[src/rtl/hix_pkg.sv]
package hix_pkg;

  localparam logic [6:0] MODE_HOME_RET_POS  = 7'b0010000;
  localparam logic [6:0] MODE_LEAVE_POS     = 7'b0010010;
  localparam logic [6:0] MODE_SEARCH_POS    = 7'b0010101;
  localparam logic [6:0] MODE_IDX_CNT_POS   = 7'b0100100;
  localparam logic [6:0] MODE_HOME_RET_NEG  = 7'b0011000;
  localparam logic [6:0] MODE_LEAVE_NEG     = 7'b0011010;
  localparam logic [6:0] MODE_SEARCH_NEG    = 7'b0011101;
  localparam logic [6:0] MODE_IDX_CNT_NEG   = 7'b0101100;

  // True when the mode makes use of the home and index pins.
  function automatic logic mode_uses_pins(input logic [6:0] m);
    logic hit;
    case (m)
      MODE_HOME_RET_POS, MODE_LEAVE_POS, MODE_SEARCH_POS, MODE_IDX_CNT_POS,
      MODE_HOME_RET_NEG, MODE_LEAVE_NEG, MODE_SEARCH_NEG, MODE_IDX_CNT_NEG:
        hit = 1'b1;
      default:
        hit = 1'b0;
    endcase
    return hit;
  endfunction

endpackage

[src/rtl/hix_sync.sv]
module hix_sync #(
  parameter int STAGES = 2,
  parameter int W      = 1
) (
  input  logic         clk,
  input  logic         rst,
  input  logic [W-1:0] d,
  output logic [W-1:0] q
);

  logic [W-1:0] chain [STAGES];

  generate
    for (genvar i = 0; i < STAGES; i++) begin : g_stage
      if (i == 0) begin : g_first
        always_ff @(posedge clk) begin
          if (rst) chain[0] <= '0;
          else     chain[0] <= d;
        end
      end else begin : g_next
        always_ff @(posedge clk) begin
          if (rst) chain[i] <= '0;
          else     chain[i] <= chain[i-1];
        end
      end
    end
  endgenerate

  assign q = chain[STAGES-1];

endmodule

[src/rtl/hix_home_filter.sv]
module hix_home_filter #(
  parameter int FILT_LEN = 80
) (
  input  logic clk,
  input  logic rst,
  input  logic pin_s,
  input  logic active_high,
  input  logic filt_en,
  input  logic arm,
  input  logic clear,
  output logic latched,
  output logic status
);

  localparam int CW = $clog2(FILT_LEN + 1);
  localparam logic [CW-1:0] LAST = CW'(FILT_LEN - 1);

  logic          act;
  logic          prev_act;
  logic [CW-1:0] run_cnt;
  logic          qual;

  assign act = active_high ? pin_s : ~pin_s;

  // Consecutive-active-cycle counter, saturating at LAST.
  always_ff @(posedge clk) begin
    if (rst || !act)        run_cnt <= '0;
    else if (run_cnt != LAST) run_cnt <= run_cnt + 1'b1;
  end

  always_ff @(posedge clk) begin
    if (rst) prev_act <= 1'b0;
    else     prev_act <= act;
  end

  assign qual = act && (filt_en ? (run_cnt == LAST) : prev_act);

  always_ff @(posedge clk) begin
    if (rst || clear)    latched <= 1'b0;
    else if (arm && qual) latched <= 1'b1;
  end

  always_ff @(posedge clk) begin
    if (rst) status <= 1'b0;
    else     status <= act;
  end

  // latch holds while no stop is seen
  a_r2_latch_holds: assert property (@(posedge clk) disable iff (rst)
    (latched && !clear) |=> latched);

  // unfiltered acceptance needs the pin active in the cycle before too
  a_r5_two_cycle_min: assert property (@(posedge clk) disable iff (rst)
    ($rose(latched) && !$past(filt_en)) |-> $past(status));

  // filtered acceptance needs the full run of active cycles
  a_r4_full_run: assert property (@(posedge clk) disable iff (rst)
    ($rose(latched) && $past(filt_en)) |-> ($past(run_cnt) == LAST));

endmodule

[src/rtl/hix_index_counter.sv]
module hix_index_counter #(
  parameter int CNT_W = 4
) (
  input  logic             clk,
  input  logic             rst,
  input  logic             pin_s,
  input  logic             rising,
  input  logic             arm,
  input  logic             restart,
  input  logic [CNT_W-1:0] target,
  output logic             done,
  output logic             status
);

  logic             act;
  logic             prev_act;
  logic             edge_hit;
  logic [CNT_W-1:0] cnt;
  logic             finished;

  assign act      = rising ? pin_s : ~pin_s;
  assign edge_hit = act & ~prev_act;
  assign status   = prev_act;

  always_ff @(posedge clk) begin
    if (rst) prev_act <= 1'b0;
    else     prev_act <= act;
  end

  always_ff @(posedge clk) begin
    if (rst || restart) begin
      cnt      <= '0;
      finished <= 1'b0;
      done     <= 1'b0;
    end else begin
      done <= 1'b0;
      if (arm && !finished && edge_hit) begin
        if (cnt == target) begin
          done     <= 1'b1;
          finished <= 1'b1;
        end else begin
          cnt <= cnt + 1'b1;
        end
      end
    end
  end

  // completion is a single-cycle pulse
  a_r8_one_cycle: assert property (@(posedge clk) disable iff (rst)
    done |=> !done);

  // a completion pulse is caused by a detected edge
  a_r8_needs_edge: assert property (@(posedge clk) disable iff (rst)
    done |-> $past(edge_hit));

  // no further pulse once finished
  a_r8_quiet_after: assert property (@(posedge clk) disable iff (rst)
    finished |=> !done);

  // restart empties the count
  a_r10_restart: assert property (@(posedge clk) disable iff (rst)
    restart |=> (cnt == '0 && !done));

endmodule

[src/rtl/hix_conditioner.sv]
module hix_conditioner #(
  parameter int SYNC_STAGES = 2,
  parameter int FILT_LEN    = 80,
  parameter int CNT_W       = 4
) (
  input  logic             clk,
  input  logic             rst,
  input  logic             home_pin,
  input  logic             index_pin,
  input  logic [6:0]       op_mode,
  input  logic             op_start,
  input  logic             motor_stopped,
  input  logic             home_active_high,
  input  logic             index_rising,
  input  logic             home_filter_en,
  input  logic [CNT_W-1:0] index_target,
  output logic             home_latched,
  output logic             index_reached,
  output logic             home_status,
  output logic             index_status
);

  logic       mode_ok;
  logic       arm;
  logic [1:0] pins_s;

  assign mode_ok = hix_pkg::mode_uses_pins(op_mode);
  assign arm     = mode_ok & ~motor_stopped;

  hix_sync #(.STAGES(SYNC_STAGES), .W(2)) u_sync (
    .clk (clk),
    .rst (rst),
    .d   ({index_pin, home_pin}),
    .q   (pins_s)
  );

  hix_home_filter #(.FILT_LEN(FILT_LEN)) u_home (
    .clk         (clk),
    .rst         (rst),
    .pin_s       (pins_s[0]),
    .active_high (home_active_high),
    .filt_en     (home_filter_en),
    .arm         (arm),
    .clear       (motor_stopped),
    .latched     (home_latched),
    .status      (home_status)
  );

  hix_index_counter #(.CNT_W(CNT_W)) u_index (
    .clk     (clk),
    .rst     (rst),
    .pin_s   (pins_s[1]),
    .rising  (index_rising),
    .arm     (arm),
    .restart (op_start | motor_stopped),
    .target  (index_target),
    .done    (index_reached),
    .status  (index_status)
  );

  // a home event is only taken while a pin-using mode is selected
  a_r1_home_gate: assert property (@(posedge clk) disable iff (rst)
    $rose(home_latched) |-> $past(mode_ok));

  // completion only under a pin-using mode
  a_r1_index_gate: assert property (@(posedge clk) disable iff (rst)
    index_reached |-> $past(mode_ok));

  // stop clears the latch on the next edge
  a_r3_stop_clears: assert property (@(posedge clk) disable iff (rst)
    motor_stopped |=> !home_latched);

endmodule

[config.mk]
export PLATFORM = sky130hd
export DESIGN_NAME = hix_conditioner
export DESIGN_NICKNAME = d
export VERILOG_FILES = /design/src/rtl/hix_pkg.sv /design/src/rtl/hix_sync.sv /design/src/rtl/hix_home_filter.sv /design/src/rtl/hix_index_counter.sv /design/src/rtl/hix_conditioner.sv
export SDC_FILE = /design/constraint.sdc
export NUM_CORES = 1
export LEC_CHECK = 0
export CORE_UTILIZATION = 52
export CTS_BUF_LIST = sky130_fd_sc_hd__clkbuf_4
export CTS_CLUSTER_SIZE = 40
export DETAILED_ROUTE_END_ITERATION = 6
export PLACE_DENSITY = 0.88
export SLEW_MARGIN = 20
export SYNTH_ARGS = -nofsm -noshare
export SYNTH_HDL_FRONTEND = slang
export SYNTH_SLANG_ARGS = --single-unit
export TNS_END_PERCENT = 100
[constraint.sdc]
create_clock -name clk -period 2.45 [get_ports clk]
set_clock_uncertainty 0.15 [all_clocks]
set_input_delay 0.3675 -clock clk [delete_from_list [all_inputs] [get_ports clk]]
set_output_delay 0.3675 -clock clk [all_outputs]
set_load 0.05 [all_outputs]
==> summary.md, run 1 <==
| Metric | Value |
|---|---|
| Status | finished with violations |
| Failing checks | DRC |
| Post-CTS Resized | 0 |
| Routed wire length | 2010 µm |
| Tot GR Track Use | 0.254 |
| Syn Inst Count | 95 |
| Synth Cell Area | 888 µm² |
| P_int | 0.542 mW |
| Final Cycle Share | 0.829 |
| WP data required | 2.54 ns |
| Final nets | 145 |
| Via/cell ratio | 5.78 |
| Max Slew Vio Count | 0 |
| Die Height | 43.3 µm |
| Post-DP HPWL | 1470 µm |
| Chip width | 43.3 µm |
| DRT iter0 DRCs | 18 |
| Worst endpoint data arrival time | 2.12 ns |
| Endpoint class of the critical path | flop |
| Initial antenna violation count | 0 |
| Power Density | 581 nW/µm² |
| Remaining Overflow, GRT | 0 |
| CTS Buf Count | 3 |
| Setup Viol. Count Final | 0 |
| Total number of vias | 797 |
| Final ANT Viol Nets | 0 |
| WHS | 0.306 ns |
| Worst Hold End | u_sync.chain[1][0] |
| Clk Tree Root Cell | clkbuf_4 |
| CTS tree | built |
| I/O pin total | 24 |
| Worst slew margin | 0.667 |
| HP Start | u_sync.chain[0][0] |
| Syn nets | 117 |
| Clock Path Buffers | 2 |
| R2R Path Start | u_sync.chain[1][1] |
| DRC viols | 5 |
| CP Launch Point | index_rising |
| Leak Pwr | 0.472 nW |
| Hold-fix buffers at CTS | 0 |
| Peak VDD IR | 0.000426 V |
| Clock sink count | 20 |
| First-pass GRT wire length | 3370 µm |
| Setup Fix Bufs, Post-CTS | 0 |
| Slew @ Worst Pin | 0.499 ns |
| Pin count of the biggest net entering global routing | 13 |
| Proportion of layout cells with a drive suffix above 1 | 0.0738 |
| Max Cap Viol | 0 |
| Clk Latency, worst-skew pair | 0.31 ns |
| Final hold vios | 0 |
| Vias in the first global route | 799 |
| Fin crit period | 2.03 ns |
| Sequential area share after synthesis | 0.451 |
| Syn_area_per_cell | 9.35 µm² |
| FF-to-FF End | u_index.cnt[1] |
| Cell row count | 14 |
| Net switching power | 0.149 mW |
| Area Overhead vs Synth | 33.8% |
| Sw Share | 0.215 |
| Unrepaired setup endpoints after global routing | false |
| Worst hold stages | 1 |
| Setup TNS Final | 0 ns |
| Register-to-register setup slack | 0.60 ns |
| CTS H-tree depth | 1 |
| Worst Hold Class | flop to flop |
| Flops & latches, synth | 20 |
| Clock-pin slew on the worst setup and hold paths | 0.11 ns |
| Yosys cell types | 25 |
| Setup crit start kind | input port |
| WL/cell | 14.5 µm |
| Worst R2R Path Depth | 4 |
| Drt pass-1 iters | 7 |
| DIE AREA | 1880 µm² |
| Seq pwr share | 0.489 |
| Gate power share | 0.120 |
| Fmax | 492 MHz |
| GPL Wtd Cong | 0.773 |
| Core box area | 1560 µm² |
| Ys Warns | 0 |
| Clock share of power | 0.391 |
| Starting density of the core | 0.570 |
| # diodes | 0 |
| Port Buffer Count | 22 |
| Crit path kind | input port to flop |
| Crit path max fanout | 4 |
[flip-flops by register name, indices dropped and copies added (netlist names)]
name	count
u_home.run_cnt	7
u_index.cnt	4
u_sync.chain	4
u_home.latched	1
u_home.prev_act	1
u_index.done	1
u_index.finished	1
u_index.status	1
[power groups by stage]
stage | Clock (mW) | Sequential, mW | Combinational [mW]
3_3_place_gp | 0 | 0.344 | 0.0793
2_1_floorplan | 0 | 0.352 | 0.0289
6_report | 0.270 | 0.338 | 0.0831
5_1_grt | 0.289 | 0.339 | 0.0897
4_1_cts | 0.274 | 0.338 | 0.0834
3_5_place_dp | 0 | 0.345 | 0.0827
[worst max-delay path, cell delays in order]
cell and delay (ns):
clkdlybuf4s50_1 0.42, xor2_1 0.18, or4b_4 0.52, nor4_2 0.38, mux2i_1 0.25
[how the worst max path moves through the flow]
stage	endpoint	slack, ns	depth (start not counted)
after global placement	u_index.cnt[0]	0.16	5
after global routing	u_index.cnt[1]	0.36	5
after CTS	u_index.cnt[1]	0.41	5
after floorplan	u_index.cnt[0]	0.66	3
final	u_index.cnt[1]	0.42	5
after detailed placement	u_index.cnt[1]	0.09	5
[layer usage]
metal | vias up | track usage | routed length (µm)
met3 | 10 | 0.0458 | 93
met4 | 0 | 0.200 | 97
met1 | 359 | 0.272 | 802
met5 | - | 0 | 0
met2 | 34 | 0.439 | 1010
li1 | 394 | - | -
[layout make-up]
class,count,area (µm²)
Clock buffer,3,22.5
Clock inverter,1,30.0
Fill cell,106,370
Inverter,2,7.51
Multi-Input combinational cell,73,480
Sequential cell,20,400
Tap cell,16,20.0
Timing Repair Buffer,23,228
[stage by stage]
stage / area [µm²] / setup WS, ns / instances / power (mW) / util
final: 1190 / 0.419 / 138 / 0.691 / 0.762
after global routing: 1190 / 0.356 / 138 / 0.718 / 0.762
after CTS: 1190 / 0.413 / 138 / 0.695 / 0.762
after detailed placement: 1140 / 0.0877 / 134 / 0.427 / 0.729
after global placement: 1140 / 0.159 / 134 / 0.423 / 0.729
after floorplan: 888 / 0.659 / 95 / 0.381 / -
[synthesized netlist by cell type (all sizes together)]
master,n,area (µm²)
dfxtp,20,400
nor2,11,41.3
nand2,8,30.0
xor2,8,70.1
and3,5,31.3
mux2i,5,50.1
nand2b,5,31.3
nor2b,5,31.3
nor4,5,37.5
nand3,3,15.0
o21ai,3,15.0
a31oi,2,12.5
ha,2,25.0
inv,2,7.50
nor3,2,10.0
o41ai,2,17.5
xnor2,2,17.5
a21oi,1,8.76
a41oi,1,8.76
o21a,1,7.51
or3,1,6.26
or4b,1,13.8
[cell usage in the layout, fill, tap and decap left out, drive strengths merged, types with 2 or more instances in the layout]
master / Yosys / routed
nand3: 3 / 3
o21ai: 3 / 3
nand2: 8 / 8
ha: 2 / 2
dfxtp: 20 / 20
a31oi: 2 / 2
nor3: 2 / 2
mux2i: 5 / 5
clkdlybuf4s50: 0 / 22
nor2: 11 / 11
o41ai: 2 / 2
clkbuf: 0 / 3
nor2b: 5 / 5
nor4: 5 / 5
inv: 2 / 2
xor2: 8 / 8
and3: 5 / 5
nand2b: 5 / 5
xnor2: 2 / 2
[cells by family (layout without fill, tap and decap cells)]
| family | Yosys count | count (layout) | synth area share |
|---|---|---|---|
| AND/OR/NAND/NOR | 46 | 46 | 0.279 |
| AO/OA/AOI/OAI | 10 | 10 | 0.0789 |
| multiplexers | 5 | 5 | 0.0563 |
| XOR/XNOR | 10 | 10 | 0.0986 |
| flip-flops | 20 | 20 | 0.451 |
| buffers and inverters | 2 | 29 | 0.00844 |
| adder cells (fa/ha/maj) | 2 | 2 | 0.0282 |
Note: power is estimated with default switching activity, not from simulation.
==> run 2, diff against run 1 <==
CORE_ASPECT_RATIO = 0.7   (was default)
CORE_UTILIZATION = 44   (was 52)
PLACE_DENSITY = 0.8   (was 0.88)
clock period = 1.8 ns   (was 2.45 ns; I/O delays follow)
==> run 2 against run 1 <==
Compared with the run above: the run now ends clean; utilization fell by 7.1 points; global-route usage decreased by 7.7 points; non-clock buffer count increased by 8; clock-buffer cell count stayed put; final cell count increased by 10%; critical path type unchanged; largest cell class unchanged; power grew 38%.
==> summary.md, run 2 (same netlist as run 1, synthesis figures left out) <==
| Metric | Value |
|---|---|
| First-pass GRT wire length | 2830 µm |
| Clock Path Buffers | 2 |
| Unrepaired setup endpoints after global routing | false |
| Worst Setup Slack, final | 0.0652 ns |
| Clk Latency, worst-skew pair | 0.30 ns |
| DRC viols | 0 |
| Clock-pin slew on the worst setup and hold paths | 0.12 ns |
| Setup Viol. Count Final | 0 |
| Final ANT Viol Nets | 0 |
| Fmax | 576 MHz |
| Final nets | 153 |
| Pin count of the biggest net entering global routing | 13 |
| Hold-fix buffers at CTS | 0 |
| Area post-placement | 1190 µm² |
| Chip width | 55.7 µm |
| Initial antenna violation count | 0 |
| GPL Wtd Cong | 0.721 |
| Die Height | 39.6 µm |
| Total power | 0.957 mW |
| Routed wire length | 1770 µm |
| DIE AREA | 2210 µm² |
| CTS H-tree depth | 1 |
| Worst endpoint data arrival time | 1.83 ns |
| Commonest non-fill, non-tap cell in the layout | dfxtp_1 |
| Proportion of layout cells with a drive suffix above 1 | 0.200 |
| Max Cap Viol | 0 |
| CTS Buf Count | 3 |
| Most frequent cells in the layout | dfxtp_1 (20), clkdlybuf4s50_1 (17), buf_4 (13), nor2_1 (11) |
| Clk Tree Root Cell | clkbuf_4 |
| Max Slew Vio Count | 0 |
| Final hold vios | 0 |
| Post-DP HPWL | 1360 µm |
| Cell row count | 13 |
| Worst slew margin | 0.612 |
| Worst Hold Class | input port to flop |
| Final Cycle Share | 0.964 |
| Leak Pwr | 0.536 nW |
| Final Cell Area | 1290 µm² |
| CP Launch Point | motor_stopped |
| # diodes | 0 |
| Fin crit period | 1.73 ns |
| CP max-delay cell | or4b_4 |
| Endpoint class of the critical path | flop |
| Peak VDD IR | 0.000653 V |
| Worst-path cell chain | clkdlybuf4s50_1 -> nor2_1 -> or4b_4 -> or3_4 -> o21ai_2 |
| Via/cell ratio | 5.13 |
| WP data required | 1.90 ns |
| Setup crit start kind | input port |
| Cell family with the largest share of critical-path delay | simple AND/OR/NAND/NOR gates |
| Buf/Inv on CP | 1 |
| Setup Fix Bufs, Post-CTS | 0 |
| Clock sink count | 20 |
| Total number of vias | 780 |
| Tot GR Track Use | 0.178 |
| CTS tree | built |
| Most flop-heavy register | u_home.run_cnt |
| HP Start | index_rising |
| Worst slack at placement | -0.381 ns |
| Crit path max fanout | 4 |
| Remaining Overflow, GRT | 0 |
| Drt pass-1 iters | 4 |
| Power Density | 740 nW/µm² |
| Largest register FFs | 7 |
| Crit path kind | input port to flop |
| Starting density of the core | 0.475 |
| Port Buffer Count | 22 |
| CP peak stage delay | 0.54 ns |
| DRT iter0 DRCs | 16 |
| Largest registers | u_home.run_cnt (7), u_index.cnt (4), u_sync.chain (4) |
| WL/cell | 11.6 µm |
| Area Overhead vs Synth | 45.6% |
| R2R Path Start | u_sync.chain[1][1] |
| I/O pin total | 24 |
| Core box area | 1870 µm² |
| Status | completed |
| Slew @ Worst Pin | 0.574 ns |
| Vias in the first global route | 700 |
[run 2: final timing paths]
check	slack [ns]	cells after the start	endpoint
min reg2reg	0.30	1	u_sync.chain[1][0]
max	0.07	5	u_index.finished
max reg2reg	0.09	4	u_index.finished
min	0.1	3	u_index.status
[run 2: per-stage QoR]
stage | TNS, ns | cells | hold slack (ns) | utilization
3_3_place_gp | -1.81 | 148 | 0.271 | 0.638
6_report | 0 | 152 | 0.0989 | 0.692
5_1_grt | 0 | 152 | 0.125 | 0.692
4_1_cts | -0.00257 | 152 | 0.308 | 0.678
2_1_floorplan | 0 | 95 | 0.192 | -
3_5_place_dp | -1.98 | 148 | 0.279 | 0.638
[run 2: final cells by class]
type                       instances  area (µm²)
fill                             155         577
multi-input combinational         73         526
sequential                        20         400
timing repair buffer              31         280
clock inverter                     1        30.0
tap                               22        27.5
clock buffer                       3        22.5
inverter                           2        7.51
[run 2: layer usage]
| layer | part of all wire | global-route usage | vias up |
|---|---|---|---|
| met5 | 0 | 0 | - |
| met4 | 0.011 | 0.0563 | 0 |
| met3 | 0.044 | 0.0660 | 2 |
| met2 | 0.46 | 0.325 | 15 |
| met1 | 0.49 | 0.198 | 358 |
| li1 | - | - | 405 |
[run 2: worst reg2reg max path, delay by kind of cell, from the launching register on]
family / cells / cell delay [ns]
DFF: 1 / 0.32
xor gates and xnor gates: 1 / 0.14
AOI/OAI and AO/OA: 1 / 0.13
and+or+nand+nor: 2 / 0.91
[run 2: power by group]
part | total [mW] | switching (mW) | leakage (nW) | internal (mW)
Sequential | 0.458 | 0.00518 | 0.163 | 0.453
Clock | 0.369 | 0.144 | 0.0279 | 0.225
Combinational | 0.130 | 0.0600 | 0.345 | 0.0701
[run 2: timing repair]
item / 4_1_cts / 5_1_grt
endpoints found under the hold margin: 0 / 0
resized for setup: 3 / 5
pin swaps: 0 / 2
endpoints found under the setup margin: 3 / 5
==> run 3, diff against run 2 <==
MAX_ROUTING_LAYER = met4   (was default)
==> run 3 against run 2 <==
Compared with the run above: sequential power hardly changed; power is essentially flat; first-iteration DRC count stayed put; highest routed layer unchanged; non-clock buffer count is the same; utilization is the same; wire length unchanged; clock power hardly changed; hold slack about the same.
==> summary.md, run 3 (same netlist as run 1, synthesis figures left out) <==
| Metric | Value |
|---|---|
| First-pass GRT wire length | 2840 µm |
| Status | completed |
| FF-to-FF End | u_index.finished |
| Most flop-heavy register | u_home.run_cnt |
| R2R Path Start | u_sync.chain[1][1] |
| Endpoint class of the critical path | flop |
| Clock sink count | 20 |
| DIE AREA | 2210 µm² |
| Via/cell ratio | 5.13 |
| Initial antenna violation count | 0 |
| Peak VDD IR | 0.000653 V |
| Final ANT Viol Nets | 0 |
| Drt pass-1 iters | 4 |
| WP data required | 1.90 ns |
| Setup Viol. Count Final | 0 |
| Final Cell Area | 1290 µm² |
| Crit path max fanout | 4 |
| Routed wire length | 1770 µm |
| DRC viols | 0 |
| Proportion of layout cells with a drive suffix above 1 | 0.200 |
| Max Slew Vio Count | 0 |
| Setup crit start kind | input port |
| Fmax | 576 MHz |
| Worst Setup Slack, final | 0.0650 ns |
| Clk Tree Root Cell | clkbuf_4 |
| Post-DP HPWL | 1360 µm |
| Net switching power | 0.209 mW |
| Cell row count | 13 |
| Worst Hold Class | input port to flop |
| Starting density of the core | 0.475 |
| Worst slew margin | 0.612 |
| Leak Pwr | 0.536 nW |
| Clock-pin slew on the worst setup and hold paths | 0.12 ns |
| Unrepaired setup endpoints after global routing | false |
| Gate power share | 0.136 |
| Worst R2R Path Depth | 4 |
| Worst Hold End | u_index.status |
| Port Buffer Count | 22 |
| CTS H-tree depth | 1 |
| Core box area | 1870 µm² |
| Final nets | 153 |
| Die Height | 39.6 µm |
| Worst endpoint data arrival time | 1.83 ns |
| Tot GR Track Use | 0.182 |
| HP Start | index_rising |
| Hold-fix buffers at CTS | 0 |
| Slew @ Worst Pin | 0.574 ns |
| Fin crit period | 1.73 ns |
| Pin count of the biggest net entering global routing | 13 |
| Setup Fix Bufs, Post-CTS | 0 |
| P_int | 0.748 mW |
| Crit path kind | input port to flop |
| Area Overhead vs Synth | 45.6% |
| Seq pwr share | 0.479 |
| Clock share of power | 0.385 |
| DRT iter0 DRCs | 16 |
| Largest register FFs | 7 |
| GPL Wtd Cong | 0.730 |
| Worst slack at placement | -0.381 ns |
| Placed Cells | 148 |
| Worst hold stages | 3 |
| Final Cycle Share | 0.964 |
| Power Density | 740 nW/µm² |
| Commonest non-fill, non-tap cell in the layout | dfxtp_1 |
| Chip width | 55.7 µm |
| Register-to-register setup slack | 0.09 ns |
| Clock Path Buffers | 2 |
| Area post-placement | 1190 µm² |
| Sw Share | 0.218 |
| I/O pin total | 24 |
| Non-Filler Instances | 152 |
| CTS Buf Count | 3 |
| Vias in the first global route | 699 |
| CTS tree | built |
| Clk Latency, worst-skew pair | 0.30 ns |
| Total number of vias | 780 |
| Remaining Overflow, GRT | 0 |
| Final hold vios | 0 |
| Most frequent cells in the layout | dfxtp_1 (20), clkdlybuf4s50_1 (17), buf_4 (13), nor2_1 (11) |
| Max Cap Viol | 0 |
| # diodes | 0 |
| WL/cell | 11.6 µm |
| Largest registers | u_home.run_cnt (7), u_index.cnt (4), u_sync.chain (4) |
==> run 3: final cells by class <==
type	count	area, µm²
flip-flops and latches	20	400
well taps	22	27.5
multi-input cells	73	526
repair buffers	31	280
fillers	155	577
clock inverters	1	30.0
inverters	2	7.51
clock buffers	3	22.5
==> run 3: critical path: stages <==
cell,delay (ns)
clkdlybuf4s50_1,0.41
nor2_1,0.12
or4b_4,0.54
or3_4,0.36
o21ai_2,0.13
==> run 3: through the flow <==
| step | TNS, ns | power (mW) | hold slack (ns) | utilization |
|---|---|---|---|---|
| 2_1_floorplan | 0 | 0.518 | 0.192 | - |
| 3_3_place_gp | -1.81 | 0.588 | 0.271 | 0.638 |
| 3_5_place_dp | -1.98 | 0.591 | 0.279 | 0.638 |
| 4_1_cts | -0.00257 | 0.960 | 0.308 | 0.678 |
| 5_1_grt | 0 | 0.995 | 0.125 | 0.692 |
| 6_report | 0 | 0.957 | 0.0991 | 0.692 |
==> run 3: power groups by stage <==
stage               Sequential [mW]  Clock [mW]  Combinational [mW]
detailed placement            0.468           0               0.123
global placement              0.468           0               0.120
CTS                           0.458       0.375               0.127
finish                        0.458       0.369               0.130
floorplan                     0.479           0              0.0393
global route                  0.459       0.395               0.141
==> run 3: repair_timing <==
action | CTS | global route
pin swaps | 0 | 2
resized for setup | 3 | 5
setup endpoints to repair | 3 | 5
==> run 3: worst max path at each step <==
stage                              start          endpoint  slack [ns]  cells after the start
final                      motor_stopped  u_index.finished        0.07                      5
after CTS                   index_rising    u_index.cnt[0]      -0.003                      5
after global placement      index_rising    u_index.cnt[1]       -0.33                      5
after floorplan           u_index.status    u_index.cnt[0]       0.009                      3
after detailed placement    index_rising    u_index.cnt[0]       -0.38                      5
after global routing      u_index.cnt[2]    u_index.cnt[2]        0.01                      5
==> run 3: layer usage <==
layer | part of all wire | track usage | routed length (µm) | up-vias
li1 | - | - | - | 405
met1 | 0.48 | 0.198 | 858 | 358
met2 | 0.46 | 0.325 | 816 | 15
met3 | 0.044 | 0.0660 | 78 | 2
met4 | 0.0090 | 0.0563 | 16 | 0
met5 | 0 | - | 0 | -
